**src/rtl/pm_regbank_pkg.sv**
```systemverilog
// Package: shared offsets, masks and reset values of the power management bank.
// Assumes byte offsets within a 64-byte window.
package pm_regbank_pkg;
    localparam int OFS_W = 6;

    localparam logic [OFS_W-1:0] OFS_PM_STS  = 6'h00;
    localparam logic [OFS_W-1:0] OFS_PM_EN   = 6'h02;
    localparam logic [OFS_W-1:0] OFS_GP_STS  = 6'h0C;
    localparam logic [OFS_W-1:0] OFS_GLB_STS = 6'h18;
    localparam logic [OFS_W-1:0] OFS_DEV_STS = 6'h1C;

    localparam logic [15:0] PM_STS_MASK  = 16'h8D31;
    localparam logic [15:0] PM_EN_MASK   = 16'h0521;
    localparam logic [15:0] GP_STS_MASK  = 16'h0F81;
    localparam logic [15:0] GLB_STS_MASK = 16'h0DF7;
    localparam logic [31:0] DEV_STS_MASK = 32'h3FFF_0FFF;

    localparam logic [15:0] SCI_SRC_MASK = 16'h0521;
    localparam logic [15:0] PM_STS_RST   = 16'h0100;
    localparam logic [31:0] DEV_RD_FORCE = 32'h1000_0000;

    localparam logic [1:0]  MODE_PCI     = 2'd1;
endpackage

```
**src/rtl/pm_w1c_reg.sv**
```systemverilog
// Module: a status register that is written one byte at a time. Software clears
// bits by writing 1 to them, limited to CLR_MASK. Event pulses set bits, limited
// to SET_MASK, and a set wins over a clear in the same cycle.
// Assumes W is a multiple of 8 and the register lies at BASE..BASE+W/8-1.
module pm_w1c_reg #(
    parameter int           W        = 16,
    parameter logic [5:0]   BASE     = 6'h00,
    parameter logic [W-1:0] CLR_MASK = '1,
    parameter logic [W-1:0] SET_MASK = '1,
    parameter logic [W-1:0] RST_VAL  = '0
) (
    input  logic         clk,
    input  logic         rst_n,
    input  logic         wr_en,
    input  logic [5:0]   wr_ofs,
    input  logic [7:0]   wr_data,
    input  logic [W-1:0] set_i,
    output logic [W-1:0] q
);
    localparam int NB = W / 8;

    logic [W-1:0] clr_vec;

    // Byte lanes: place the write data in the lane that is addressed
    for (genvar b = 0; b < NB; b++) begin : g_lane
        assign clr_vec[b*8 +: 8] = (wr_en && (wr_ofs == BASE + 6'(b))) ? wr_data : 8'h00;
    end

    // State update: clear masked written-1 bits, then apply event sets
    always_ff @(posedge clk) begin
        if (!rst_n) q <= RST_VAL;
        else        q <= (q & ~(clr_vec & CLR_MASK)) | (set_i & SET_MASK);
    end
endmodule

```
**src/rtl/pm_mask_reg.sv**
```systemverilog
// Module: a read/write register that is written one byte at a time. It keeps
// only the bits in KEEP_MASK. Assumes W is a multiple of 8.
module pm_mask_reg #(
    parameter int           W         = 16,
    parameter logic [5:0]   BASE      = 6'h02,
    parameter logic [W-1:0] KEEP_MASK = '1
) (
    input  logic         clk,
    input  logic         rst_n,
    input  logic         wr_en,
    input  logic [5:0]   wr_ofs,
    input  logic [7:0]   wr_data,
    output logic [W-1:0] q
);
    localparam int NB = W / 8;

    logic [W-1:0] nxt;

    // Byte lanes: replace the addressed byte, keep the others
    for (genvar b = 0; b < NB; b++) begin : g_lane
        assign nxt[b*8 +: 8] = (wr_en && (wr_ofs == BASE + 6'(b))) ? wr_data : q[b*8 +: 8];
    end

    // State update: store only the bits that are allowed to be written
    always_ff @(posedge clk) begin
        if (!rst_n) q <= '0;
        else        q <= nxt & KEEP_MASK;
    end
endmodule

```
**src/rtl/pm_sci_route.sv**
```systemverilog
// Module: registers the interrupt level from status AND enable, then steers it
// to the PCI pin or to IRQ9. Assumes mode value MODE_PCI selects the PCI pin.
module pm_sci_route
    import pm_regbank_pkg::*;
(
    input  logic        clk,
    input  logic        rst_n,
    input  logic [15:0] sts,
    input  logic [15:0] en,
    input  logic [1:0]  mode,
    output logic        sci_pci,
    output logic        sci_irq9
);
    logic sci_q;

    // Level register: recomputed every cycle from current state
    always_ff @(posedge clk) begin
        if (!rst_n) sci_q <= 1'b0;
        else        sci_q <= |(sts & en & SCI_SRC_MASK);
    end

    // Routing: exactly one destination may carry the level
    always_comb begin
        sci_pci  = sci_q && (mode == MODE_PCI);
        sci_irq9 = sci_q && (mode != MODE_PCI);
    end
endmodule

```
**src/rtl/pm_regbank.sv**
```systemverilog
// Module: top of the power management register bank. It decodes a 64-byte
// window (low 6 address bits), holds the status and enable registers, builds the
// global summary byte, and raises the SCI. Assumes one byte per access, with
// read data given in the same cycle as the address.
module pm_regbank
    import pm_regbank_pkg::*;
#(
    parameter int ADDR_W = 16
) (
    input  logic              clk,
    input  logic              rst_n,
    input  logic [ADDR_W-1:0] bus_addr,
    input  logic              bus_wr,
    input  logic [7:0]        bus_wdata,
    output logic [7:0]        bus_rdata,
    input  logic [15:0]       pm_evt,
    input  logic [15:0]       gp_evt,
    input  logic [15:0]       glb_evt,
    input  logic [31:0]       dev_evt,
    input  logic              in_smm,
    input  logic [1:0]        irq_mode,
    output logic              sci_pci,
    output logic              sci_irq9
);
    logic [OFS_W-1:0] ofs;
    logic             unused_addr_hi;
    logic [15:0]      pm_sts_q, pm_en_q, gp_sts_q, glb_sts_q;
    logic [31:0]      dev_sts_q, dev_rd;
    logic [7:0]       glb_sum;

    assign ofs            = bus_addr[OFS_W-1:0];
    assign unused_addr_hi = ^bus_addr;

    pm_w1c_reg #(.W(16), .BASE(OFS_PM_STS), .CLR_MASK(PM_STS_MASK),
                 .SET_MASK(PM_STS_MASK), .RST_VAL(PM_STS_RST)) u_pm_sts (
        .clk(clk), .rst_n(rst_n), .wr_en(bus_wr), .wr_ofs(ofs),
        .wr_data(bus_wdata), .set_i(pm_evt), .q(pm_sts_q));

    pm_mask_reg #(.W(16), .BASE(OFS_PM_EN), .KEEP_MASK(PM_EN_MASK)) u_pm_en (
        .clk(clk), .rst_n(rst_n), .wr_en(bus_wr), .wr_ofs(ofs),
        .wr_data(bus_wdata), .q(pm_en_q));

    pm_w1c_reg #(.W(16), .BASE(OFS_GP_STS), .CLR_MASK(GP_STS_MASK),
                 .SET_MASK(GP_STS_MASK), .RST_VAL(16'h0)) u_gp_sts (
        .clk(clk), .rst_n(rst_n), .wr_en(bus_wr), .wr_ofs(ofs),
        .wr_data(bus_wdata), .set_i(gp_evt), .q(gp_sts_q));

    pm_w1c_reg #(.W(16), .BASE(OFS_GLB_STS), .CLR_MASK(GLB_STS_MASK),
                 .SET_MASK(GLB_STS_MASK), .RST_VAL(16'h0)) u_glb_sts (
        .clk(clk), .rst_n(rst_n), .wr_en(bus_wr), .wr_ofs(ofs),
        .wr_data(bus_wdata), .set_i(glb_evt), .q(glb_sts_q));

    pm_w1c_reg #(.W(32), .BASE(OFS_DEV_STS), .CLR_MASK(DEV_STS_MASK),
                 .SET_MASK(DEV_STS_MASK), .RST_VAL(32'h0)) u_dev_sts (
        .clk(clk), .rst_n(rst_n), .wr_en(bus_wr), .wr_ofs(ofs),
        .wr_data(bus_wdata), .set_i(dev_evt), .q(dev_sts_q));

    pm_sci_route u_sci (
        .clk(clk), .rst_n(rst_n), .sts(pm_sts_q), .en(pm_en_q),
        .mode(irq_mode), .sci_pci(sci_pci), .sci_irq9(sci_irq9));

    // Summary byte: stored bits 2 and 0 plus live flags for the other registers
    always_comb begin
        glb_sum = {|gp_sts_q, |pm_sts_q, in_smm, |dev_sts_q,
                   1'b0, glb_sts_q[2], 1'b0, glb_sts_q[0]};
        dev_rd  = dev_sts_q | DEV_RD_FORCE;
    end

    // Read mux: pick the addressed byte, zero for offsets with no register
    always_comb begin
        case (ofs)
            6'h00:   bus_rdata = pm_sts_q[7:0];
            6'h01:   bus_rdata = pm_sts_q[15:8];
            6'h02:   bus_rdata = pm_en_q[7:0];
            6'h03:   bus_rdata = pm_en_q[15:8];
            6'h0C:   bus_rdata = gp_sts_q[7:0];
            6'h0D:   bus_rdata = gp_sts_q[15:8];
            6'h18:   bus_rdata = glb_sum;
            6'h19:   bus_rdata = glb_sts_q[15:8];
            6'h1C:   bus_rdata = dev_rd[7:0];
            6'h1D:   bus_rdata = dev_rd[15:8];
            6'h1E:   bus_rdata = dev_rd[23:16];
            6'h1F:   bus_rdata = dev_rd[31:24];
            default: bus_rdata = 8'h00;
        endcase
    end
endmodule

```
**config.mk**
```make
export PLATFORM = sky130hd
export DESIGN_NAME = pm_regbank
export DESIGN_NICKNAME = d
export VERILOG_FILES = /design/src/rtl/pm_regbank_pkg.sv /design/src/rtl/pm_w1c_reg.sv /design/src/rtl/pm_mask_reg.sv /design/src/rtl/pm_sci_route.sv /design/src/rtl/pm_regbank.sv
export SDC_FILE = /design/constraint.sdc
export NUM_CORES = 1
export LEC_CHECK = 0
export BUFFER_PORTS_ARGS = -buffer_cell sky130_fd_sc_hd__buf_2
export CORE_UTILIZATION = 50
export CTS_CLUSTER_DIAMETER = 120
export DETAILED_ROUTE_END_ITERATION = 7
export MAX_ROUTING_LAYER = met4
export PLACE_DENSITY = 0.86
export SLEW_MARGIN = 20
export SYNTH_ARGS = -nofsm -noshare
export SYNTH_HDL_FRONTEND = slang
export SYNTH_SLANG_ARGS = --single-unit
```
**constraint.sdc**
```tcl
create_clock -name clk -period 3.45 [get_ports clk]
set_clock_uncertainty 0.15 [all_clocks]
set_input_delay 0.345 -clock clk [delete_from_list [all_inputs] [get_ports clk]]
set_output_delay 0.345 -clock clk [all_outputs]
set_load 0.03 [all_outputs]
```
==> results.yml, run 1 <==
status:
  status: "completed"
floorplanning:
  dieHeight_microns: 72.6
  rows: 25
  core_area_sq_um: 4750
  io_pins: 120
  die_x_microns: 72.6
  die_area_sq_um: 5270
  start_util: 0.524
yosys:
  synth_compound_area_frac: 0.340
  ys_async_sr_fraction: 0
  synth_fp_nets: 363
  ys_seq_area_frac: 0.394
  syn_area_sq_um: 2490
  muxShareOfSynthArea: 0.0598
  ys_ff_latch: 49
  ys.flop_type: "dfxtp_1"
  synth-edff-count: 0
  syn_avg_cell_area_sq_um: 9.84
  synth-simple-area-share: 0.176
  synth_xor_area_frac: 0
  synth_top_family_by_area: "compound AO/OA/AOI/OAI gates"
  synthCells: 253
  synthAdderAreaFrac: 0
  synth.distinct_cells: 43
  yosys_warnings: 0
cts:
  cts_buffers: 5
  cts_sinks: 49
  post-cts-setup-buffers: 0
  cts.clk_slew.worst_paths_ns: 0.09
  clock-root-buffer: "clkbuf_8"
  tritoncts: "done"
  ctsLongestPathBuffers: 2
  cts_resized: 0
  insertion_delay_ns: 0.30
  cts_max_level: 2
  cts-hold-fix-buffers: 0
pwr:
  power_leakage_nw: 1.27
  peakVddDrop_mv: 0.260
  p_per_area_nw_per_um2: 398
final_layout:
  drive_gt1_frac: 0.310
  antenna_cells: 0
  final_common_cell: "o21a_1"
  syn_to_final_growth_pct: 19.6
  nets: 432
  final_cell_mix: "o21a_1 (86), buf_2 (73), dfxtp_1 (49)"
timing:
  finalHoldViolations: 0
  tightest_slew_ns: 0.818
  worst_slack_ns: 0.907
  fmax_mhz: 393
  rsz0062_at_grt: "no"
  post-route-period-util: 0.737
  slew_headroom: 0.454
  fin_tns_setup_ns: 0
  setup_viol: 0
  finalMaxSlewViolations: 0
  finalCriticalPeriod_ns: 2.54
run:
  maxCapViolCount: 0
worst_hold_path:
  hp-class: "input port to register"
  whs_path_depth: 2
setup_path:
  crit_required_ns: 2.95
  critPathKind: "input port to primary output"
  arrival_ns: 2.05
  r2r_cells: 2
  crit_path_max_fanout: 12
  cp-end-kind: "primary output"
  cpMostUsedCell: "buf_2"
  cpPeakStageDelay_ns: 0.46
  crit_chain: "buf_2 -> and4b_1 -> and2_1 -> a222oi_1 -> nand3_1 -> buf_2"
  cp-start-kind: "input port"
  critical-path-slowest-cell: "a222oi_1"
grt:
  grt_pass1_wl_microns: 10600
  antenna_found_initial: 0
  grt-ovfl-total: 0
  grt_max_degree: 50
  grt_pass1_vias: 2268
  track_usage: 0.270
placement:
  port_buffers: 73
  place_ws_ns: 0.982
  place_hpwl_microns: 4800
  gp_congestion: 0.913
detailed_routing:
  dr_total_vias: 2265
  vias_per_cell: 5.81
  drc_errors: 0
  antenna_left: 0
  drt_iter0_markers: 178
  first_pass_iters: 4
  routed_wl_microns: 6420
  wl_per_cell_microns: 16.5
-- through the flow --
| step | area (sq um) | total power [mW] | cells | utilization | hold slack [ns] |
|---|---|---|---|---|---|
| 2_1_floorplan | 2490 | 0.753 | 253 | - | 0.301 |
| 3_3_place_gp | 2880 | 0.816 | 382 | 0.605 | 0.365 |
| 3_5_place_dp | 2880 | 0.822 | 382 | 0.605 | 0.382 |
| 4_1_cts | 2980 | 1.19 | 390 | 0.626 | 0.0915 |
| 5_1_grt | 2980 | 1.23 | 390 | 0.626 | 0.0907 |
| 6_report | 2980 | 1.18 | 390 | 0.626 | 0.0918 |
-- synth_stat cells, drive strengths merged (3+ instances only) --
master  instances  share of area
o21ai           5          0.010
nand4           4          0.010
nor2            4          0.013
a22oi           3         0.0090
a32oi           6          0.021
a22o            4          0.014
dfxtp          49           0.39
o21a           86           0.26
mux2            5          0.023
clkbuf          6         0.0090
nand3           7          0.019
buf             6          0.019
mux2i           7          0.028
nor3            4         0.0080
nor2b           5          0.014
nor4            8          0.023
nand2          21          0.045
-- state kept, by name (all words and copies together), names as in the netlist --
| register | flops |
|---|---|
| u_gp_sts.q | 6 |
| u_dev_sts.q | 26 |
| u_sci.sci_q | 1 |
| u_pm_sts.q | 7 |
| u_glb_sts.q | 5 |
| u_pm_en.q | 4 |
-- cell type report --
cell class / count / area (sq um)
Fill cell: 429 / 1780
Inverter: 1 / 3.75
Sequential cell: 49 / 981
Tap cell: 67 / 83.8
Clock inverter: 1 / 5.00
Multi-Input combinational cell: 191 / 1440
Timing Repair Buffer: 74 / 373
Clock buffer: 7 / 96.3
-- power by group --
group,internal (mW),switching [mW]
Sequential,0.602,0.0296
Combinational,0.0922,0.0869
Clock,0.182,0.193
-- path summary, 6_finish.rpt --
path | start | to | slack (ns)
max reg2reg | u_pm_sts.q[0] | u_sci.sci_q | 2.52
min | pm_evt[5] | u_pm_sts.q[5] | 0.09
max | bus_addr[3] | bus_rdata[2] | 0.91
min reg2reg | u_pm_sts.q[8] | u_pm_sts.q[8] | 0.41
-- metal layers --
metal / track usage / vias to the layer above / share of wire
met2: 0.459 / 87 / 0.49
li1: - / 1103 / -
met1: 0.317 / 1060 / 0.42
met3: 0.0528 / 15 / 0.065
met5: - / - / 0
met4: 0.0980 / 0 / 0.022
-- worst max-delay path, delay by kind of cell --
family | cells | cell delay, ns
simple gates | 3 | 0.88
compound gates | 1 | 0.46
buf+inv | 2 | 0.35
-- kinds of logic (layout without fill, tap and decap cells) --
kind of cell / count (synthesis) / in the layout
muxes: 13 / 13
buffers and inverters: 13 / 83
and+or+nand+nor: 66 / 66
AOI/OAI and AO/OA: 112 / 112
DFF: 49 / 49
No activity file was read; power rests on OpenSTA's default activity.
==> inputs of run 2 (changes only) <==
Settings changed: CORE_UTILIZATION 50 to 42, PLACE_DENSITY 0.86 to 0.77.
Clock period 3.45 ns to 2.2 ns, I/O delays scaled along.
==> results.yml, run 2 (synthesis gave the netlist of run 1 again) <==
grt:
  gr-usage-met2: 0.413
  met1_usage: 0.318
  use_met3: 0.0529
  grt_pass1_vias: 2459
  track_usage: 0.253
  antenna_found_initial: 0
  grt-ovfl-total: 0
  grt_max_degree: 27
  grt_busiest_layer: "met2"
  grt_pass1_wl_microns: 11800
timing:
  slew_headroom: 0.688
  post-route-period-util: 0.948
  tightest_slew_ns: 0.467
  fmax_mhz: 480
  finalMaxSlewViolations: 0
  fin_tns_setup_ns: 0
  finalHoldViolations: 0
  rsz0062_at_grt: "no"
  finalCriticalPeriod_ns: 2.09
  setup_viol: 0
cts:
  cts_buffers: 5
  tritoncts: "done"
  ctsLongestPathBuffers: 2
  insertion_delay_ns: 0.30
  post-cts-setup-buffers: 0
  cts_sinks: 49
  clock-root-buffer: "clkbuf_8"
  cts.clk_slew.worst_paths_ns: 0.09
  cts_max_level: 2
setup_path:
  crit_required_ns: 1.83
  critPathKind: "register to primary output"
  r2r_cells: 2
  cp-end-kind: "primary output"
  crit_chain: "mux2_2 -> a22o_1 -> a222oi_1 -> nand3_1 -> buf_2"
  critical-path-slowest-cell: "dfxtp_1"
  cpPeakStageDelay_ns: 0.34
  cp-start-kind: "register"
  crit_path_max_fanout: 3
  arrival_ns: 1.72
detailed_routing:
  dr_total_vias: 2493
  wl_per_cell_microns: 16.0
  drc_errors: 0
  vias_per_cell: 5.53
  drt_iter0_markers: 115
  first_pass_iters: 4
  antenna_left: 0
  routed_wl_microns: 7230
floorplanning:
  rows: 27
  core_area_sq_um: 5610
  io_pins: 120
  die_x_microns: 79.0
  start_util: 0.444
  dieHeight_microns: 79.0
  die_area_sq_um: 6240
pwr:
  power_leakage_nw: 1.53
  peakVddDrop_mv: 0.394
  p_per_area_nw_per_um2: 592
final_layout:
  largest_register: "u_dev_sts.q"
  final_common_cell: "o21a_1"
  drive_gt1_frac: 0.296
  final_core_util: 0.633
  syn_to_final_growth_pct: 42.5
  antenna_cells: 0
  final_cell_mix: "o21a_1 (86), buf_2 (73), dfxtp_1 (49)"
  nets: 488
  largest_reg_flops: 26
  top_regs: "u_dev_sts.q (26), u_pm_sts.q (7), u_gp_sts.q (6)"
placement:
  port_buffers: 73
  gp_congestion: 0.837
  place_hpwl_microns: 5250
worst_hold_path:
  whs_path_depth: 3
  hp-class: "input port to register"
status:
  status: "completed"
run:
  maxCapViolCount: 0
==> run 2: cell type report <==
type	instances	area, sq um
flip-flops and latches	49	981
well taps	72	90.1
repair buffers	130	903
inverters	1	3.75
multi-input cells	191	1440
clock buffers	5	68.8
clock inverters	3	65.1
fillers	491	2060
==> run 2: metrics by stage <==
stage	hold slack, ns	instance area [sq um]	cells	total power, mW	worst slack, ns
5_1_grt	0.0801	3550	451	2.19	0.0303
4_1_cts	0.0555	3550	451	2.11	0.132
2_1_floorplan	0.176	2490	253	1.18	0.483
3_3_place_gp	0.261	2970	399	1.30	0.238
3_5_place_dp	0.276	2970	399	1.31	0.244
6_report	0.0606	3550	451	2.10	0.115
==> run 2: where the power goes <==
| group | leakage (nW) | internal, mW | switching [mW] |
|---|---|---|---|
| combinational | 1.05 | 0.205 | 0.152 |
| sequential | 0.409 | 0.944 | 0.0483 |
| clock | 0.0681 | 0.451 | 0.299 |
==> run 2: what timing repair did <==
item,CTS,global route
resized for setup,0,0
endpoints found under the hold margin,44,0
setup endpoints to repair,0,0
hold buffers,44,0
==> run 2: path summary, 6_finish.rpt <==
check	from	endpoint	slack [ns]
max	u_dev_sts.q[26]	bus_rdata[2]	0.11
min	bus_wdata[5]	u_pm_en.q[5]	0.06
max reg2reg	u_dev_sts.q[2]	u_dev_sts.q[2]	1.28
min reg2reg	u_pm_en.q[0]	u_pm_en.q[0]	0.41
==> run 2: per-layer routing <==
layer | vias up | wire length, microns
met3 | 10 | 353
met4 | 0 | 82
met5 | - | 0
met2 | 74 | 3500
li1 | 1211 | -
met1 | 1198 | 3290
==> run 2: worst max-delay path: cells and delay by family (launching register included) <==
family / cells / cell delay (ns)
multiplexers: 1 / 0.27
AND/OR/NAND/NOR: 1 / 0.13
buffers and inverters: 1 / 0.20
flip-flops: 1 / 0.34
AO/OA/AOI/OAI: 2 / 0.47
==> inputs of run 3 (changes only) <==
Settings changed: GPL_TIMING_DRIVEN from default to 0, REMOVE_ABC_BUFFERS from default to 1.
Clock period 2.2 ns to 1.9 ns, I/O delays scaled along.
==> results.yml, run 3 (synthesis gave the netlist of run 1 again) <==
final_layout:
  nets: 482
  antenna_cells: 0
  top_regs: "u_dev_sts.q (26), u_pm_sts.q (7), u_gp_sts.q (6)"
  final_common_cell: "o21a_1"
  final_core_util: 0.626
  final_cell_mix: "o21a_1 (86), buf_2 (68), dlygate4sd3_1 (44), dfxtp_1 (44), nand2_1 (16)"
  largest_reg_flops: 26
  fin_cells: 445
  drive_gt1_frac: 0.308
  syn_to_final_growth_pct: 41.0
  largest_register: "u_dev_sts.q"
detailed_routing:
  dr_total_vias: 2475
  drt_iter0_markers: 157
  first_pass_iters: 4
  dr_wl_met2_microns: 3460
  route.top_layer_used: "met4"
  routed_wl_microns: 7140
  wl_per_cell_microns: 16.1
  antenna_left: 0
  drc_errors: 0
  wl_met3_microns: 408
  vias_per_cell: 5.56
  wl_met1_microns: 3160
worst_hold_path:
  hp-class: "input port to register"
placement:
  port_buffers: 73
  place_ws_ns: -0.248
  place_hpwl_microns: 4870
  gp_congestion: 0.795
  placedCellCount: 386
pwr:
  peakVddDrop_mv: 0.279
  power.total_mw: 2.17
  p_per_area_nw_per_um2: 618
  power_frac_seq: 0.530
  swShare: 0.267
  p_sw_mw: 0.579
  p_clk_frac: 0.278
  combPwrFrac: 0.192
  p_int_mw: 1.59
  power_leakage_nw: 1.49
setup_path:
  critPathKind: "register to primary output"
  critical-path-slowest-cell: "dfxtp_1"
  cpPeakStageDelay_ns: 0.34
  crit_family: "compound AO/OA/AOI/OAI gates"
  crit_path_max_fanout: 3
  cp-start-kind: "register"
  arrival_ns: 1.73
  cp_num_buf_inv: 1
  crit_required_ns: 1.56
  crit_chain: "mux2_2 -> a22o_1 -> a222oi_1 -> nand3_1 -> buf_4"
  cp-end-kind: "primary output"
status:
  violations: "negative setup slack"
  status: "complete, but fails checks"
grt:
  antenna_found_initial: 0
  grt-ovfl-total: 0
  grt_pass1_wl_microns: 11200
  grt_pass1_vias: 2381
  track_usage: 0.239
  grt_max_degree: 50
timing:
  finalCriticalPeriod_ns: 2.07
  tightest_slew_ns: 0.856
  slew_headroom: 0.429
  post-route-period-util: 1.09
  rsz0062_at_grt: "yes"
  setup_viol: 3
  finalHoldViolations: 0
  finalMaxSlewViolations: 0
  worst_slack_ns: -0.173
  fin_tns_setup_ns: -0.303
  fmax_mhz: 482
floorplanning:
  core_area_sq_um: 5610
  start_util: 0.444
  rows: 27
  die_x_microns: 79.0
  die_area_sq_um: 6240
  dieHeight_microns: 79.0
  io_pins: 120
cts:
  cts.clk_slew.worst_paths_ns: 0.09
  insertion_delay_ns: 0.30
  ctsLongestPathBuffers: 2
  cts_max_level: 2
  cts_sinks: 49
  cts_buffers: 5
  clock-root-buffer: "clkbuf_8"
  tritoncts: "done"
run:
  maxCapViolCount: 0
-- run 3: cell count changes in the layout (fill, tap and decap cells not counted), moves of 2 or more --
cell,change
buf_4,-2
bufinv_16,-2
buf_2,-5
dfxtp_1,-5
dfxtp_2,+5
-- run 3: worst register-to-register path: stages, from the launching register on --
cell     delay [ns]
dfxtp_2        0.35
buf_4          0.13
o21a_1         0.09
o21a_1         0.16
-- run 3: final timing paths --
| check | to | slack [ns] | startpoint | depth (start not counted) |
|---|---|---|---|---|
| min | u_pm_en.q[5] | 0.01 | bus_wdata[5] | 3 |
| max | bus_rdata[2] | -0.17 | u_dev_sts.q[10] | 5 |
| min reg2reg | u_pm_en.q[5] | 0.41 | u_pm_en.q[5] | 2 |
| max reg2reg | u_gp_sts.q[0] | 0.92 | u_gp_sts.q[0] | 3 |
-- run 3: repair_timing --
item	4_1_cts	5_1_grt
buffers inserted	6	1
hold endpoints to repair	44	0
pin swaps	4	4
resized for setup	13	7
setup endpoints to repair	7	6
hold buffers	44	0
-- run 3: power groups by stage --
| stage | sequential, mW | combinational [mW] | clock [mW] |
|---|---|---|---|
| after detailed placement | 1.17 | 0.326 | 0 |
| after global placement | 1.17 | 0.319 | 0 |
| after CTS | 1.15 | 0.407 | 0.609 |
| final | 1.15 | 0.416 | 0.602 |
| after global routing | 1.16 | 0.451 | 0.656 |
| after floorplan | 1.15 | 0.185 | 0 |
-- run 3: per-stage QoR --
stage	area, sq um	hold WS [ns]
after floorplan	2420	0.123
after global placement	2880	0.229
after detailed placement	2880	0.252
after CTS	3480	0.0103
after global routing	3510	0.0176
final	3510	0.0118
-- run 3: per-layer routing --
metal,global-route usage,up-vias
met5,-,-
met4,0.100,0
met3,0.0322,11
met2,0.397,97
met1,0.292,1165
li1,-,1202
-- run 3: cell type report --
| class | count | area (sq um) |
|---|---|---|
| clock buffers | 6 | 72.6 |
| clock inverters | 2 | 10.0 |
| fillers | 500 | 2100 |
| inverters | 1 | 3.75 |
| multi-input cells | 191 | 1470 |
| flip-flops and latches | 49 | 987 |
| well taps | 72 | 90.1 |
| repair buffers | 124 | 875 |
